<file path="config.mk">
export PLATFORM = sky130hd
export DESIGN_NAME = door_ctrl
export DESIGN_NICKNAME = d
export VERILOG_FILES = /design/src/rtl/door_pkg.sv /design/src/rtl/door_hold_timer.sv /design/src/rtl/door_fsm.sv /design/src/rtl/door_ctrl.sv
export SDC_FILE = /design/constraint.sdc
export NUM_CORES = 1
export LEC_CHECK = 0
export ABC_AREA = 1
export ABC_CLOCK_PERIOD_IN_PS = 4300
export BUFFER_PORTS_ARGS = -buffer_cell sky130_fd_sc_hd__buf_2
export CAP_MARGIN = 30
export CORE_UTILIZATION = 60
export CTS_BUF_LIST = sky130_fd_sc_hd__clkbuf_2
export CTS_CLUSTER_SIZE = 16
export DETAILED_ROUTE_END_ITERATION = 10
export PLACE_DENSITY_LB_ADDON = 0.1
export SETUP_SLACK_MARGIN = 0.4
export SYNTH_ARGS = -nofsm -noshare
export SYNTH_HDL_FRONTEND = slang
export SYNTH_SLANG_ARGS = --single-unit
</file>
<file path="constraint.sdc">
create_clock -name clk -period 4.3 [get_ports clk]
set_clock_uncertainty 0.1 [all_clocks]
set_input_delay 0.215 -clock clk [delete_from_list [all_inputs] [get_ports clk]]
set_output_delay 0.215 -clock clk [all_outputs]
set_load 0.02 [all_outputs]
</file>
<file path="src/rtl/door_pkg.sv">
package door_pkg;

    // State codes; the output decode in door_fsm depends on these four values.
    typedef enum logic [1:0] {
        ST_CLOSED  = 2'd0,
        ST_OPENING = 2'd1,
        ST_WAITING = 2'd2,
        ST_CLOSING = 2'd3
    } door_state_e;

    // Width needed for a down-counter starting at ticks-1 (at least one bit).
    function automatic int unsigned cnt_width(input int unsigned ticks);
        return (ticks > 1) ? $clog2(ticks) : 1;
    endfunction

endpackage

</file>
<file path="src/rtl/door_hold_timer.sv">
module door_hold_timer #(
    parameter int unsigned HOLD_TICKS = 10,
    parameter int unsigned CNT_W      = 4
) (
    input  logic clk,
    input  logic rst_n,
    input  logic load_i,     // start (or restart) a full hold
    input  logic run_i,      // machine is in the waiting state
    output logic expired_o   // final cycle of the hold
);

    localparam logic [CNT_W-1:0] RELOAD = CNT_W'(HOLD_TICKS - 1);

    logic [CNT_W-1:0] remain_q;

    always_ff @(posedge clk or negedge rst_n) begin
        if (!rst_n) begin
            remain_q <= '0;
        end else if (load_i) begin
            remain_q <= RELOAD;
        end else if (run_i && (remain_q != '0)) begin
            remain_q <= remain_q - 1'b1;
        end
    end

    assign expired_o = run_i && (remain_q == '0);

endmodule

</file>
<file path="src/rtl/door_fsm.sv">
module door_fsm
    import door_pkg::*;
(
    input  logic clk,
    input  logic rst_n,
    input  logic halt_i,
    input  logic open_req_i,
    input  logic lim_open_i,
    input  logic lim_shut_i,
    input  logic beam_cut_i,
    input  logic hold_done_i,
    output logic hold_load_o,
    output logic hold_run_o,
    output logic motor_on_o,
    output logic dir_open_o,
    output logic start_o
);

    door_state_e state_q, state_d;
    logic        shut_evt;
    logic        start_q;

    // State register: reset lands in closing so the door is driven shut.
    always_ff @(posedge clk or negedge rst_n) begin
        if (!rst_n) begin
            state_q <= ST_CLOSING;
            start_q <= 1'b0;
        end else begin
            state_q <= state_d;
            start_q <= shut_evt;
        end
    end

    // Next-state logic with priority: halt, then per-state guards.
    always_comb begin
        state_d     = state_q;
        shut_evt    = 1'b0;
        hold_load_o = 1'b0;
        if (halt_i) begin
            state_d = ST_CLOSED;                       // halt
        end else begin
            unique case (state_q)
                ST_CLOSED: begin
                    if (open_req_i) state_d = ST_OPENING;   // request
                end
                ST_OPENING: begin
                    if (lim_open_i) begin                   // reach-open
                        state_d     = ST_WAITING;
                        hold_load_o = 1'b1;
                    end
                end
                ST_WAITING: begin
                    if (open_req_i) begin                   // hold-restart
                        hold_load_o = 1'b1;
                    end else if (hold_done_i) begin         // expire
                        state_d = ST_CLOSING;
                    end
                end
                ST_CLOSING: begin
                    if (beam_cut_i) begin                   // reverse
                        state_d = ST_OPENING;
                    end else if (open_req_i) begin          // request
                        state_d = ST_OPENING;
                    end else if (lim_shut_i) begin          // reach-shut
                        state_d  = ST_CLOSED;
                        shut_evt = 1'b1;
                    end
                end
            endcase
        end
    end

    // Output decode from the state register.
    always_comb begin
        motor_on_o = 1'b0;
        dir_open_o = 1'b0;
        unique case (state_q)
            ST_CLOSED:  begin motor_on_o = 1'b0; dir_open_o = 1'b0; end
            ST_OPENING: begin motor_on_o = 1'b1; dir_open_o = 1'b1; end
            ST_WAITING: begin motor_on_o = 1'b0; dir_open_o = 1'b1; end
            ST_CLOSING: begin motor_on_o = 1'b1; dir_open_o = 1'b0; end
        endcase
    end

    assign hold_run_o = (state_q == ST_WAITING);
    assign start_o    = start_q;

endmodule

</file>
<file path="src/rtl/door_ctrl.sv">
module door_ctrl
    import door_pkg::*;
#(
    parameter int unsigned CLK_HZ   = 100_000_000,
    parameter int unsigned HOLD_SEC = 10
) (
    input  logic clk,
    input  logic rst_n,
    input  logic halt_i,
    input  logic open_req_i,
    input  logic lim_open_i,
    input  logic lim_shut_i,
    input  logic beam_cut_i,
    output logic motor_on_o,
    output logic dir_open_o,
    output logic start_o
);

    localparam int unsigned HOLD_TICKS = CLK_HZ * HOLD_SEC;
    localparam int unsigned CNT_W      = cnt_width(HOLD_TICKS);

    logic hold_load;
    logic hold_run;
    logic hold_done;

    door_fsm u_fsm (
        .clk         (clk),
        .rst_n       (rst_n),
        .halt_i      (halt_i),
        .open_req_i  (open_req_i),
        .lim_open_i  (lim_open_i),
        .lim_shut_i  (lim_shut_i),
        .beam_cut_i  (beam_cut_i),
        .hold_done_i (hold_done),
        .hold_load_o (hold_load),
        .hold_run_o  (hold_run),
        .motor_on_o  (motor_on_o),
        .dir_open_o  (dir_open_o),
        .start_o     (start_o)
    );

    door_hold_timer #(
        .HOLD_TICKS (HOLD_TICKS),
        .CNT_W      (CNT_W)
    ) u_timer (
        .clk       (clk),
        .rst_n     (rst_n),
        .load_i    (hold_load),
        .run_i     (hold_run),
        .expired_o (hold_done)
    );

endmodule

</file>
======== Word-level counts from Yosys, hierarchy flattened ========
Cells that the tools add are included.
word-level totals
  bits in registers ....................... 33
  output and inout port bits .............. 3
cells by class
  $add $sub $neg .......................... 1
  eq/ne operators ......................... 8
  mux-type cells .......................... 22
  reduce and logical (&&, ||, !) cells .... 11
operators by type and width
  operator                                                               number
  30-bit two-way mux                                                     2
  30-bit zero test                                                       1
  30-bit nonzero test                                                    1
  30-bit by 1-bit subtractor with 30-bit output, second input constant   1
  2-bit two-way mux                                                      8
  3-bit != test, second input constant                                   4
  1-bit two-way mux                                                      8
  2-bit one-hot mux with 4 select lines                                  1
  2-bit OR reduction                                                     4
  1-bit one-hot mux with 2 select lines                                  3
  5-bit != test, second input constant                                   1
  5-bit AND reduction                                                    1
  2-bit equality test, second input constant                             2
  2-bit by 1-bit equality test with 1-bit output, second input constant  1
  1-bit logical AND                                                      2
  2-bit zero test                                                        1
  2-bit nonzero test                                                     1

======== Depth between registers and ports, before layout ========
  word-level depth ........................ 6
  gate-level depth with buffers ........... 11
  mapped depth without buffers ............ 11

======== Hierarchy ========
Synthesis repeated with hierarchy kept, for this count alone.
second synthesis, totals
  cell total of the unflattened synthesis .. 400
  area total of the unflattened synthesis .. 2578.7 um^2
modules (own cells, without submodules)
  module           times used  cells each  area each (um^2)  sequential area each (um^2)
  door_hold_timer  1           344         2232.1            750.7
  door_fsm         1           56          346.6             77.6

======== Worst setup path before layout ========
Ideal clock, no wire load.
  path kind ............................... register to register
  start point ............................. register u_fsm.state_q[0]
  end point ............................... register u_timer.remain_q[26]
  arrival time ............................ 1.907 ns
  setup slack ............................. 2.174 ns
  stages on the path, launching flop included .. 9
  buffers on the path ..................... 1
  period minus slack after synthesis ...... 2.126 ns
  cells stage by stage .................... dfstp_2 inv_1 ha_1 nand3_1 inv_1 nor2_8 buf_8 nand2_2 nand2_1
between the ends
  longest elaborated chain between the ends .. 4
  elaborated cells on any way between the ends .. 7
  those cells by class .................... eq/ne: 2; mux: 3; reduce/logical: 2
RTL lines
  element                                                                                       line                            source
  from (decl)                                                                                   door_fsm.sv:19                  door_state_e state_q, state_d;
  from (signal assigned)                                                                        door_fsm.sv:29                  state_q <= state_d;
  2-bit equality test / 2-bit by 1-bit equality test with 1-bit output (equally long branches)  door_fsm.sv:42, door_fsm.sv:85
  1-bit one-hot mux with 2 select lines                                                         door_fsm.sv:42                  unique case (state_q)
  1-bit two-way mux                                                                             door_fsm.sv:39                  if (halt_i) begin
  30-bit two-way mux / 2-bit nonzero test (equally long branches)                               --
  to (signal assigned)                                                                          door_hold_timer.sv:22           remain_q <= remain_q - 1'b1;
  to (decl)                                                                                     door_hold_timer.sv:14           logic [CNT_W-1:0] remain_q;
Several ways; a longest one is shown, not always the timed one.
A chain may end at the register's enable or synchronous reset.

======== Final worst setup path ========
  start point ............................. register u_fsm.state_q[0]
  end point ............................... register u_timer.remain_q[18]
Same word-level chain as after synthesis.

==> key figures <==
Run status
  – Status: completed

Clock network
  – CTS H-tree lvls: 2
  – Root Buffer: clkbuf_2
  – Post-CTS setup repair buffer count: 0
  – CTS clk-pin slew, worst paths: 0.16 ns
  – CTS Buf Count: 5
  – Max clock buf depth: 2
  – CTS Sinks: 33
  – CTS tree: built
  – Worst skew pair latency: 0.39 ns

STA
  – Setup Viol. Count Final: 0
  – RSZ-0062 raised after global routing: no
  – Fin crit period: 2.55 ns
  – Worst rel slew slack: 50.1%
  – PnR worst setup slack: 1.75 ns
  – FMAX: 392 MHz
  – Slew Viols, Final: 0
  – Ratio of final minimum period to clock period: 59.4%
  – Tightest Pin Transition: 0.748 ns
  – Setup TNS: 0 ns
  – Final hold vios: 0
  – Hold WS: 0.00286 ns

Floorplanning
  – Die area: 4360 µm²
  – Die X: 66.0 µm
  – DIE HEIGHT: 66.0 µm
  – I/O pins: 10
  – FP Rows: 22
  – Core ar.: 3800 µm²
  – Starting Density: 64.7%

Power
  – Power Dens Cells: 615 nW/µm²
  – Leakage: 1.36 nW
  – Total power: 1.59 mW
  – Maximum vdd drop: 0.000368 V

Place
  – Detailed Place HPWL: 4050 µm
  – I/O Buffers: 9
  – Worst Setup Slack post-DPL: 1.77 ns
  – Placer congestion estimate: 0.924
  – Area after DPL: 2510 µm²

Drt
  – Routed Antenna Nets: 0
  – # DRC: 0
  – Routed WL: 5460 µm
  – Initial DRC count: 182
  – Number of iterations in the first detailed-routing pass: 4
  – Vias per inst: 5.38
  – Vias: 2288
  – Drt wl/cell: 12.8 µm

Global route
  – Largest net degree at the start of global routing: 34
  – Initial antenna violation count: 0
  – Total track usage: 28.8%
  – First-pass GRT wire length: 9330 µm
  – Vias in the first global route: 2071
  – Grt ovf: 0

Logic synthesis
  – Most common cell in the netlist: nand2_1
  – Synth Area per Inst: 6.77 µm²
  – Register area share after synthesis: 33.7%
  – Cell taking the most area after synthesis: dfrtp_1
  – Async SR Flop Fraction: 100%
  – Post-synth EDFFs: 0
  – Netlist cell types: 31
  – Top cells by area, synth: dfrtp_1, nand2_1, nand3_1
  – Synth top area share: 31.6%
  – Post-Syn Nets: 376
  – Gate Count Post-Synth: 363
  – Mapped Area: 2460 µm²
  – #FFs+latches synth: 33
  – Synth warn: 0
  – Synth cell count leaders: nand2_1, nor2_1, nand3_1
  – Top_reg_cell synth: dfrtp_1

Cells and area
  – Share of cells above drive strength 1: 14.3%
  – Diode count: 0
  – Area delta synth->final: 4.83%
  – Final instance area: 2580 µm²
  – Filler cells: 349
  – Final nets: 390
  – Multi-input gate area: 1430 µm²
  – FF+latch area: 828 µm²

Setup path
  – Setup CP Type: reg2reg
  – Max FO, Critical Path: 27
  – Worst EP arrival: 2.79 ns
  – CP startpoint kind: register
  – Worst Path Required: 4.54 ns
  – Endpoint class of the critical path: register

Worst hold path
  – HP Class: in2reg

Job
  – MaxCap Viol Count: 0
## area by class of cell
type	count	area share [%]
timing repair buffer	13	3.20
clock buffer	6	1.17
inverter	37	5.39
sequential	33	32.1
clock inverter	1	0.146
multi-input combinational	287	55.6
tap	48	2.33
## flip-flops by register name, summed over array words and instances (netlist names)
register          flops
u_fsm.start_o         1
u_fsm.state_q         2
u_timer.remain_q     30
## metrics by stage
step,cells,utilization [%]
after CTS,425,67.9
final,425,67.9
after floorplan,363,-
after global routing,425,67.9
after detailed placement,415,66.2
after global placement,415,66.2
## critical path, cell delays in order, from the launching register on
cell and delay, ns:
dfstp_2 0.61, inv_1 0.10, ha_1 0.23, inv_1 0.11, o21ai_1 0.07, nand3_1 0.34
inv_1 0.28, nor2_8 0.44, nand2_1 0.14, o21ai_2 0.08
## final timing paths
kind	to	depth (start not counted)	slack, ns	start
hold / removal	u_fsm.state_q[1]	4	0.003	halt_i
min in group asynchronous	u_timer.remain_q[22]	2	0.30	rst_n
setup reg to reg	u_timer.remain_q[18]	9	1.75	u_fsm.state_q[0]
max in group asynchronous	u_timer.remain_q[11]	2	3.33	rst_n
setup / recovery	u_timer.remain_q[18]	9	1.75	u_fsm.state_q[0]
hold reg to reg	u_timer.remain_q[0]	2	0.42	u_timer.remain_q[0]
## where the power goes
| group | total (mW) | switching [mW] | internal [mW] |
|---|---|---|---|
| sequential | 0.519 | 0.111 | 0.408 |
| clock | 0.143 | 0.105 | 0.0378 |
| combinational | 0.924 | 0.617 | 0.307 |
| total | 1.59 | 0.833 | 0.753 |
## logic make-up after synthesis
kind of cell / after synthesis / share of synthesized area (%)
compound gates: 30 / 8.96
fa+ha+maj: 6 / 3.05
xor+xnor: 7 / 2.49
flops: 33 / 33.7
buf+inv: 43 / 7.99
simple gates: 244 / 43.8
## cell usage in the layout (no fill, tap or decap)
master	instances
clkbuf_2	6
nor2_8	1
o21a_1	1
nand2_4	1
o21ai_0	6
nor3_1	2
a21oi_1	3
nor2_1	53
nand2_2	7
o21ai_1	1
ha_1	6
buf_4	1
and2_1	1
dlygate4sd3_1	3
a21o_2	1
clkinv_1	1
dfrtp_1	31
a21o_1	1
nor2_4	1
xor2_1	3
o21ai_2	16
inv_1	37
buf_2	9
nand4_1	12
or2_2	1
o22ai_1	1
xnor2_1	4
nor2_2	8
nand3_1	41
dfstp_2	2
nand2_1	115
nand3b_1	1
## what timing repair did
item                      CTS  global route
hold endpoints to repair   32             0
gates resized for setup     0             0
hold buffers                3             0
## layer usage
| layer | up-vias | routed length [µm] | GRT usage [%] | part of all wire (%) |
|---|---|---|---|---|
| met2 | 61 | 2410 | 46.2 | 44 |
| met5 | - | 0 | 0 | 0 |
| met3 | 13 | 309 | 5.34 | 5.7 |
| met4 | 0 | 120 | 12.2 | 2.2 |
| li1 | 1186 | - | - | - |
| met1 | 1028 | 2620 | 37.8 | 48 |
(Power assumes the default switching activity.)
